==> config.mk <==
export PLATFORM = sky130hd
export DESIGN_NAME = tagged_dp
export DESIGN_NICKNAME = d
export VERILOG_FILES = /design/src/rtl/tagged_pkg.sv /design/src/rtl/tagged_alu.sv /design/src/rtl/tagged_mux.sv /design/src/rtl/tagged_prop_mon.sv /design/src/rtl/tagged_dp.sv
export SDC_FILE = /design/constraint.sdc
export NUM_CORES = 1
export LEC_CHECK = 0
export ABC_AREA = 1
export CELL_PAD_IN_SITES_DETAIL_PLACEMENT = 0
export CELL_PAD_IN_SITES_GLOBAL_PLACEMENT = 1
export CORE_ASPECT_RATIO = 0.9
export CORE_UTILIZATION = 42
export DETAILED_ROUTE_END_ITERATION = 7
export DONT_BUFFER_PORTS = 1
export PLACE_DENSITY_LB_ADDON = 0.1
export SLEW_MARGIN = 20
export SYNTH_ARGS = -nofsm -noshare
export SYNTH_HDL_FRONTEND = slang
export SYNTH_SLANG_ARGS = --single-unit
export TNS_END_PERCENT = 5
==> constraint.sdc <==
create_clock -name clk_i -period 0.8 [get_ports clk_i]
set_input_delay 0.16 -clock clk_i [delete_from_list [all_inputs] [get_ports clk_i]]
set_output_delay 0.16 -clock clk_i [all_outputs]
set_load 0.02 [all_outputs]
==> src/rtl/tagged_pkg.sv <==
package tagged_pkg;
  typedef enum logic [1:0] {
    OPC_ADD = 2'b00,
    OPC_AND = 2'b01,
    OPC_XOR = 2'b10,
    OPC_EQ  = 2'b11
  } opc_e;
endpackage

==> src/rtl/tagged_alu.sv <==
module tagged_alu
  import tagged_pkg::*;
#(
  parameter int unsigned W = 8
) (
  input  logic [W-1:0] a_val_i,
  input  logic         a_vld_i,
  input  logic [W-1:0] b_val_i,
  input  logic         b_vld_i,
  input  logic [1:0]   opc_i,
  output logic [W-1:0] y_val_o,
  output logic         y_vld_o
);
  logic [W-1:0] raw;

  always_comb begin
    unique case (opc_e'(opc_i))
      OPC_ADD: raw = a_val_i + b_val_i;
      OPC_AND: raw = a_val_i & b_val_i;
      OPC_XOR: raw = a_val_i ^ b_val_i;
      default: raw = {{(W-1){1'b0}}, (a_val_i == b_val_i)};
    endcase
  end

  // bottom in -> bottom out; value zeroed to keep bottom words quiet
  assign y_vld_o = a_vld_i & b_vld_i;
  assign y_val_o = y_vld_o ? raw : '0;
endmodule

==> src/rtl/tagged_mux.sv <==
module tagged_mux #(
  parameter int unsigned W = 8
) (
  input  logic         sel_val_i,
  input  logic         sel_vld_i,
  input  logic [W-1:0] d0_val_i,
  input  logic         d0_vld_i,
  input  logic [W-1:0] d1_val_i,
  input  logic         d1_vld_i,
  output logic [W-1:0] y_val_o,
  output logic         y_vld_o
);
  logic [W-1:0] pick_val;
  logic         pick_vld;

  assign pick_val = sel_val_i ? d1_val_i : d0_val_i;
  assign pick_vld = sel_val_i ? d1_vld_i : d0_vld_i;

  // bottom select poisons output regardless of data
  assign y_vld_o = sel_vld_i & pick_vld;
  assign y_val_o = y_vld_o ? pick_val : '0;
endmodule

==> src/rtl/tagged_prop_mon.sv <==
module tagged_prop_mon (
  input  logic p_val_i,
  input  logic p_vld_i,
  output logic ok_o
);
  // undefined property result counts as passing
  assign ok_o = ~p_vld_i | p_val_i;
endmodule

==> src/rtl/tagged_dp.sv <==
module tagged_dp
  import tagged_pkg::*;
#(
  parameter int unsigned W       = 8,
  parameter bit          REG_OUT = 1'b1
) (
  input  logic         clk_i,
  input  logic         rst_ni,
  input  logic [W-1:0] a_val_i,
  input  logic         a_vld_i,
  input  logic [W-1:0] b_val_i,
  input  logic         b_vld_i,
  input  logic [1:0]   opc_i,
  input  logic         sel_val_i,
  input  logic         sel_vld_i,
  input  logic [W-1:0] d0_val_i,
  input  logic         d0_vld_i,
  input  logic [W-1:0] d1_val_i,
  input  logic         d1_vld_i,
  input  logic         prop_val_i,
  input  logic         prop_vld_i,
  output logic [W-1:0] alu_val_o,
  output logic         alu_vld_o,
  output logic [W-1:0] mux_val_o,
  output logic         mux_vld_o,
  output logic         prop_ok_o
);
  logic [W-1:0] alu_val_c, mux_val_c;
  logic         alu_vld_c, mux_vld_c, ok_c;

  tagged_alu #(.W(W)) i_alu (
    .a_val_i (a_val_i),
    .a_vld_i (a_vld_i),
    .b_val_i (b_val_i),
    .b_vld_i (b_vld_i),
    .opc_i   (opc_i),
    .y_val_o (alu_val_c),
    .y_vld_o (alu_vld_c)
  );

  tagged_mux #(.W(W)) i_mux (
    .sel_val_i (sel_val_i),
    .sel_vld_i (sel_vld_i),
    .d0_val_i  (d0_val_i),
    .d0_vld_i  (d0_vld_i),
    .d1_val_i  (d1_val_i),
    .d1_vld_i  (d1_vld_i),
    .y_val_o   (mux_val_c),
    .y_vld_o   (mux_vld_c)
  );

  tagged_prop_mon i_mon (
    .p_val_i (prop_val_i),
    .p_vld_i (prop_vld_i),
    .ok_o    (ok_c)
  );

  if (REG_OUT) begin : g_reg
    always_ff @(posedge clk_i or negedge rst_ni) begin
      if (!rst_ni) begin
        alu_val_o <= '0;
        alu_vld_o <= 1'b0;
        mux_val_o <= '0;
        mux_vld_o <= 1'b0;
        prop_ok_o <= 1'b1;
      end else begin
        alu_val_o <= alu_val_c;
        alu_vld_o <= alu_vld_c;
        mux_val_o <= mux_val_c;
        mux_vld_o <= mux_vld_c;
        prop_ok_o <= ok_c;
      end
    end

    AST_ALU_BOTTOM: assert property (@(posedge clk_i) disable iff (!rst_ni)
      !($past(a_vld_i) && $past(b_vld_i)) |-> !alu_vld_o);
    AST_EQ_UPPER_ZERO: assert property (@(posedge clk_i) disable iff (!rst_ni)
      (alu_vld_o && $past(opc_i) == OPC_EQ) |-> (alu_val_o >> 1) == '0);
    AST_MUX_PICK0: assert property (@(posedge clk_i) disable iff (!rst_ni)
      $past(sel_vld_i && !sel_val_i && d0_vld_i) |->
        (mux_vld_o && mux_val_o == $past(d0_val_i)));
    AST_MUX_SEL_BOTTOM: assert property (@(posedge clk_i) disable iff (!rst_ni)
      !$past(sel_vld_i) |-> !mux_vld_o);
    AST_MUX_DATA_BOTTOM: assert property (@(posedge clk_i) disable iff (!rst_ni)
      $past(sel_vld_i && (sel_val_i ? !d1_vld_i : !d0_vld_i)) |-> !mux_vld_o);
    AST_PROP_BOTTOM_PASS: assert property (@(posedge clk_i) disable iff (!rst_ni)
      !$past(prop_vld_i) |-> prop_ok_o);
  end else begin : g_comb
    assign alu_val_o = alu_val_c;
    assign alu_vld_o = alu_vld_c;
    assign mux_val_o = mux_val_c;
    assign mux_vld_o = mux_vld_c;
    assign prop_ok_o = ok_c;
  end
endmodule

### Word-level counts from Yosys, hierarchy flattened

Index checks and enable logic that the tools add are counted.

| storage, ports and cells | value |
|---|---|
| output and inout bits | 19 |
| word-level logic and storage cells | 21 |
| register bits after elaboration | 19 |
| input bits | 44 |

| operators by class | value |
|---|---|
| equality and inequality tests | 3 |
| muxes and demuxes | 5 |
| add/subtract/negate cells | 1 |
| bitwise gates (word level) | 6 |
| reduce and logical (&&, ||, !) cells | 1 |

Operators with widths:

| kind | count |
|---|---|
| $mux W8 | 3 |
| $pmux W8 S3 | 1 |
| $add A8 B8 Y8 | 1 |
| $and A8 B8 Y8 | 1 |
| $eq A8 B8 Y1 | 1 |
| $xor A8 B8 Y8 | 1 |
| $and A1 B1 Y1 | 2 |
| $eq A2 B1 Y1 const B | 1 |
| $eq A2 B2 Y1 const B | 1 |
| $logic_not A2 Y1 | 1 |
| $mux W1 | 1 |
| $not A1 Y1 | 1 |
| $or A1 B1 Y1 | 1 |

### Longest topological paths before layout

Gate-level depths: netlist of run 1.

| depth | value |
|---|---|
| word-level depth | 3 |
| gate-level depth with buffers | 9 |
| mapped depth without buffers | 9 |

### Cells and area by module

A second synthesis of run 1 with hierarchy kept.

| unflattened totals | value |
|---|---|
| cell total of the unflattened synthesis | 179 |
| area total of the unflattened synthesis | 1257.5 um2 |

Modules (own cells, without submodules):

| module | cells each | area an instance (um2) | seq. area each (um2) | instances |
|---|---|---|---|---|
| tagged_alu | 101 | 531.8 | 0.0 | 1 |
| tagged_dp | 19 | 476.7 | 476.7 | 1 |
| tagged_mux | 57 | 241.5 | 0.0 | 1 |
| tagged_prop_mon | 2 | 7.5 | 0.0 | 1 |

### Worst setup path after synthesis of run 1

OpenSTA, ideal clock, no wires.

| timing | value |
|---|---|
| kind | input port to flip-flop |
| start | in a_val_i[0] |
| end | reg alu_val_o[4] |
| slack | -516 ps |
| library setup time | 78 ps |
| data required time | 722 ps |
| stages | 8 |
| path buffers | 0 |
| arrival time | 1238 ps |
| cell sequence | ha_1 > fa_1 > nand2_1 > nand2_1 > nand2_1 > xor2_1 > nand2_1 > a21oi_1 |

| between the ends | value |
|---|---|
| longest elaborated chain between the ends | 3 |

RTL lines:

| item | RTL line | source |
|---|---|---|
| start: declaration | tagged_dp.sv:9 | `input logic [W-1:0] a_val_i,` |
| $add A8 B8 Y8 | tagged_alu.sv:18 | `OPC_ADD: raw = a_val_i + b_val_i;` |
| $pmux W8 S3 | tagged_alu.sv:17 | `unique case (opc_e'(opc_i))` |
| $mux W8 | tagged_alu.sv:27 | `assign y_val_o = y_vld_o ? raw : '0;` |
| net alu_val_c[4] | tagged_dp.sv:28 | `logic [W-1:0] alu_val_c, mux_val_c;` |
| end signal: assignment | tagged_dp.sv:67 | `alu_val_o <= alu_val_c;` |
| end: declaration | tagged_dp.sv:22 | `output logic [W-1:0] alu_val_o,` |

The timed path passes the listed nets, and every way through them passes these cells.

### Final worst setup path of run 1

| timing | value |
|---|---|
| start | reg prop_ok_o |
| end | out prop_ok_o |

RTL lines:

| item | RTL line | source |
|---|---|---|
| start: declaration | tagged_dp.sv:26 | `output logic prop_ok_o` |
| start signal: assignment | tagged_dp.sv:71 | `prop_ok_o <= ok_c;` |

No word-level cell between the ends.

==> results of run 1 <==
==> metal layers <==
layer / GRT usage (%) / vias to the layer above / routed length, um
li1: - / 575 / -
met1: 24.4 / 524 / 1250
met2: 33.3 / 47 / 1360
met3: 7.46 / 5 / 245
met4: 4.76 / 0 / 29
met5: 0 / - / 0
==> per-stage QoR <==
stage                     total power [mW]  TNS [ps]
after floorplan                       1.44     -2370
after global placement                1.58     -3100
after detailed placement              1.59     -3280
after CTS                             2.17     -5930
after global routing                  2.37     -3770
final                                 2.23     -2710
==> cell usage after synthesis (all sizes together) <==
cell     n  share of area, %
nand2   50                16
inv     26               8.5
dfrtp   18                38
a21oi   17               7.6
nand3   12               5.5
ha       8               8.5
nor2     6               2.3
o21ai    3               1.3
o22ai    3               1.6
nor3     2               1.8
nor4     2               1.1
a31oi    1              0.53
buf      1              0.96
dfstp    1               2.2
fa       1               1.7
nand3b   1              0.64
nand4    1              0.53
xor2     1              0.75
==> area by class of cell <==
type,count,area (um2)
multi-input combinational,108,701
sequential,19,488
timing repair buffer,37,333
fill,220,868
inverter,26,100
clock buffer,3,22.5
clock inverter,1,5.00
tap,28,35.0
==> registers in the layout (all words and copies together), names as in the netlist <==
signal and count:
mux_vld_o 1, prop_ok_o 1, mux_val_o 8, alu_vld_o 1, alu_val_o 8
==> kinds of logic (layout without fill, tap and decap cells) <==
| family | count (synthesis) | count (layout) | synth area share (%) |
|---|---|---|---|
| buffers and inverters | 27 | 67 | 9.49 |
| XOR/XNOR | 1 | 1 | 0.746 |
| AO/OA/AOI/OAI | 24 | 24 | 11.0 |
| AND/OR/NAND/NOR | 74 | 74 | 27.9 |
| flip-flops | 19 | 19 | 40.6 |
| adder cells (fa/ha/maj) | 9 | 9 | 10.2 |
==> worst paths after layout <==
check                      startpoint      endpoint  slack, ps  cells after the start
max in group asynchronous      rst_ni  mux_val_o[6]        240                      1
max                         prop_ok_o     prop_ok_o       -260                      0
min in group clk_i          sel_vld_i     mux_vld_o         20                      2
min                            rst_ni  mux_val_o[4]      -0.03                      1
==> power breakdown <==
part / internal (mW) / switching (mW) / total, mW
Clock: 0.187 / 0.285 / 0.471
Sequential: 1.01 / 0.0809 / 1.09
Combinational: 0.339 / 0.323 / 0.662
Total: 1.54 / 0.688 / 2.23
==> what timing repair did <==
| action | CTS | global route |
|---|---|---|
| endpoints found under the setup margin | 26 | 53 |
| hold buffers | 19 | 1 |
| endpoints found under the hold margin | 28 | 1 |
| pin swaps | 2 | 2 |
| buffers inserted | 0 | 0 |
| resized for setup | 8 | 17 |
==> results.json, run 1 <==
{
  "ys_ff_latch": 19,
  "drc": 5,
  "yosysUniqueCellTypes": 24,
  "via_per_inst": 5.18,
  "io_buffers": 0,
  "core_um2": 2550,
  "worst_slack_ps": -256,
  "cap_violations": 0,
  "h-tree-depth": 1,
  "grt_pass1_vias": 1047,
  "netlist_instances": 154,
  "seq_area_frac_synth_pct": 40.6,
  "via_count": 1151,
  "layout_common_cells": "nand2_1 (49), inv_1 (23), dlygate4sd3_1 (18)",
  "die_area_um2": 3010,
  "cp_max_fo": 1,
  "final_area_um2": 1680,
  "critPathKind": "reg -> out",
  "p_leak_nw": 0.833,
  "relSlewSlack_pct": 46.3,
  "gp_congestion": 0.849,
  "antenna_found_initial": 0,
  "die_w_um": 57.7,
  "wl_per_cell_um": 13.0,
  "dieHeight_um": 52.2,
  "timing.fmax_mhz": 947,
  "fin_crit_sh_pct": 132,
  "cts-root-buf": "clkbuf_4",
  "whs_ps": -0.0314,
  "dr.pass1.iters": 6,
  "final_util_pct": 66.0,
  "crit_path_end_kind": "output port",
  "start_util_pct": 46.0,
  "ant_nets": 0,
  "synth.net_count": 207,
  "violations": "design-rule violations, negative hold slack, negative setup slack",
  "grt_pass1_wl_um": 4440,
  "syn-mean-instance-area_um2": 7.62,
  "place_area_um2": 1340,
  "pin_count": 63,
  "hold_viol_final": 1,
  "slew_violations": 0,
  "dp_slack_ps": -492,
  "finalNonFillerCells": 222,
  "dp.cells": 198,
  "row_count": 17,
  "grt_overflow": 0,
  "netlist_area_um2": 1170,
  "routed_wl_um": 2880,
  "grt_max_degree": 20,
  "power_density_nw_per_um2": 1320,
  "final_common_cell": "nand2_1",
  "vdd.ir_drop.worst_mv": 0.918,
  "drt-initial-drc-count": 41,
  "status": "finished with violations",
  "rsz0062_at_grt": "true",
  "clk_path_buf_depth": 2,
  "period_minus_slack_ps": 1060,
  "cts.reportedPaths.clkPinSlew_ps": 110,
  "setup_viol": 24,
  "worstSetupStartpointType": "flip-flop",
  "cts_tree": "yes",
  "critPathArrivalTime_ps": 900,
  "nNetsFinal": 248,
  "hold_class": "in -> async",
  "drive_gt1_share_pct": 26.8,
  "dp_hpwl_um": 2060,
  "antenna_cells": 0,
  "cts.sinks": 19,
  "area_growth_pct": 43.5,
  "tightestPinTransition_ps": 805,
  "globalRouteTotalUtil_pct": 19.9,
  "numCtsBuffers": 3,
  "yosysWarnings": 0,
  "required_ps": 640
}
Power figures use the tool's default switching activity.
==> run 2: changes to the inputs <==
--- a/config.mk
+++ b/config.mk
@@ -5,11 +5,11 @@
 export SDC_FILE = /design/constraint.sdc
 export NUM_CORES = 1
 export LEC_CHECK = 0
-export ABC_AREA = 1
+export ABC_AREA = 0
 export CELL_PAD_IN_SITES_DETAIL_PLACEMENT = 0
 export CELL_PAD_IN_SITES_GLOBAL_PLACEMENT = 1
 export CORE_ASPECT_RATIO = 0.9
-export CORE_UTILIZATION = 42
+export CORE_UTILIZATION = 43
 export DETAILED_ROUTE_END_ITERATION = 7
 export DONT_BUFFER_PORTS = 1
 export PLACE_DENSITY_LB_ADDON = 0.1
==> run 2 against run 1 <==
The run ends with negative setup slack left. Die area is 6.4% lower. Design area is 17% lower. Sequential cell count stayed put. Fmax is 23% lower. Routed wire length is 17% lower. Synthesized area is 4.4% lower. Critical path type is now in -> reg. Critical endpoint is now alu_val_o[6]. Highest routed layer is now met3.
==> results.json, run 2 <==
{
  "worst_slack_ps": -568,
  "tightestPinTransition_ps": 811,
  "grt_most_used_layer": "met2",
  "yosys-top-cells-area": "dfrtp_1 (40%), mux2i_1 (9.8%), ha_1 (8.9%)",
  "yosysWarnings": 0,
  "final_util_pct": 56.4,
  "via_count": 917,
  "syn-mean-instance-area_um2": 9.84,
  "rsz0062_at_grt": "true",
  "required_ps": 1020,
  "netlist_area_um2": 1120,
  "clk_path_buf_depth": 2,
  "grt_max_degree": 20,
  "vdd.ir_drop.worst_mv": 1.60,
  "synth_edf_count": 0,
  "via_per_inst": 5.70,
  "ys_ff_latch": 19,
  "cp_max_fo": 2,
  "layout_common_cells": "nor2_1 (19), buf_4 (17), dfrtp_1 (13)",
  "h-tree-depth": 1,
  "gp_congestion": 0.798,
  "start_util_pct": 45.5,
  "hold_viol_final": 0,
  "dr.pass1.iters": 4,
  "cts.sinks": 19,
  "area_growth_pct": 24.1,
  "worstSetupStartpointType": "input pin",
  "final_common_cell": "nor2_1",
  "slowest_delay_ps": 350,
  "cts.reportedPaths.clkPinSlew_ps": 90,
  "globalRouteTotalUtil_pct": 16.8,
  "gr-usage-met2_pct": 27.9,
  "drive_gt1_share_pct": 29.3,
  "yosysUniqueCellTypes": 30,
  "violations": "negative setup slack",
  "cts-root-buf": "clkbuf_4",
  "grt_overflow": 0,
  "cpMostUsedCell": "nor2_1",
  "dp_hpwl_um": 1890,
  "drt-initial-drc-count": 18,
  "synth_top_area_cell": "dfrtp_1",
  "status": "finished with violations",
  "whs_ps": 27.0,
  "finalNonFillerCells": 161,
  "final-seq-area_um2": 483,
  "fin_crit_sh_pct": 171,
  "pin_count": 63,
  "ant_nets": 0,
  "dp.cells": 154,
  "critPathArrivalTime_ps": 1590,
  "cap_violations": 0,
  "numCtsBuffers": 3,
  "dieHeight_um": 50.5,
  "cts_tree": "yes",
  "die_w_um": 55.9,
  "antenna_found_initial": 0,
  "power_density_nw_per_um2": 1480,
  "critPathKind": "in -> reg",
  "synth_flop_cell": "dfrtp_1",
  "netlist_instances": 114,
  "globalRouteMet3Util_pct": 5.93,
  "routed_wl_um": 2380,
  "place_area_um2": 1280,
  "wl_per_cell_um": 14.8,
  "cts_setup_buffers": 0,
  "multi_input_area_um2": 666,
  "ys_top_cells_by_count": "nor2_1 (19), dfrtp_1 (18), mux2i_1 (11)",
  "antenna_cells": 0,
  "synth.net_count": 167,
  "hold_class": "in -> async",
  "slew_violations": 0,
  "relSlewSlack_pct": 45.9,
  "dp_slack_ps": -885,
  "core_um2": 2470,
  "p_leak_nw": 0.664,
  "worstPathCellList": "ha_4, fa_2, a21o_1, a221oi_2, nor2_1, o32a_1, nor2_1",
  "grt_pass1_vias": 860,
  "io_buffers": 0,
  "nFillCells": 240,
  "timing.fmax_mhz": 731,
  "slowest_stage": "fa_2",
  "nNetsFinal": 187,
  "die_area_um2": 2820,
  "setup_viol": 27,
  "synth.most_common_cell": "nor2_1",
  "yosysTopAreaCellShare_pct": 40.1,
  "seq_area_frac_synth_pct": 42.5,
  "drc": 0,
  "crit_path_end_kind": "flip-flop",
  "period_minus_slack_ps": 1370,
  "synth_async_sr_flop_share_pct": 100,
  "final_area_um2": 1390,
  "use_met1_pct": 22.4,
  "row_count": 17,
  "largestRegisters": "alu_val_o (8), mux_val_o (8)",
  "grt_pass1_wl_um": 3710
}
==> run 2: cell count changes after synthesis, moves of 4 or more <==
cell and delta:
nand2_1 -42, buf_2 +4, mux2i_1 +11, nor2_1 +15
a21oi_1 -11, nand3_1 -10, inv_1 -17
==> run 2: cell type report <==
class	count	area share, %
well taps	28	2.52
flip-flops and latches	19	34.7
repair buffers	20	11.5
clock buffers	4	1.89
inverters	6	1.62
multi-input cells	84	47.8
==> run 2: logic make-up (layout without fill, tap and decap cells) <==
kind of cell / count (synthesis) / after routing / synth area share [%]
AND/OR/NAND/NOR: 40 / 40 / 15.8
AO/OA/AOI/OAI: 23 / 23 / 16.1
flip-flops: 19 / 19 / 42.5
multiplexers: 12 / 12 / 10.8
buffers and inverters: 11 / 30 / 4.12
adder cells (fa/ha/maj): 9 / 9 / 10.7
==> run 2: worst max path at each step <==
stage,from,end,cells past startpoint
floorplan,a_val_i[0],alu_val_o[6],7
global placement,a_val_i[0],alu_val_o[6],7
detailed placement,a_val_i[0],alu_val_o[6],7
CTS,a_val_i[0],alu_val_o[6],7
global route,a_val_i[0],alu_val_o[6],7
finish,a_val_i[0],alu_val_o[6],7
==> run 2: routing by layer <==
layer	wire length, um	part of all wire (%)	up-vias
li1	-	-	448
met1	1100	46	433
met2	1120	47	36
met3	165	6.9	0
met4	0	0	0
met5	0	0	-
==> run 2: critical path, delay by kind of cell <==
family	cells	cell delay, ps
AOI/OAI and AO/OA	3	750
and+or+nand+nor	2	170
adders and majority gates	2	490
==> run 2: what timing repair did <==
item                                   4_1_cts  5_1_grt
setup endpoints to repair                   27       46
pin swaps                                    3        1
resized for setup                            3       10
endpoints found under the hold margin       20        0
hold buffers                                 3        0
==> run 2: per-stage QoR <==
step | TNS (ps) | total power, mW
2_1_floorplan | -6420 | 1.44
3_3_place_gp | -5070 | 1.56
3_5_place_dp | -5210 | 1.57
4_1_cts | -7420 | 2.06
5_1_grt | -5350 | 2.17
6_report | -4310 | 2.06
==> run 2: power by group <==
part / switching, mW / internal (mW)
combinational: 0.244 / 0.285
sequential: 0.0793 / 1.01
clock: 0.250 / 0.194
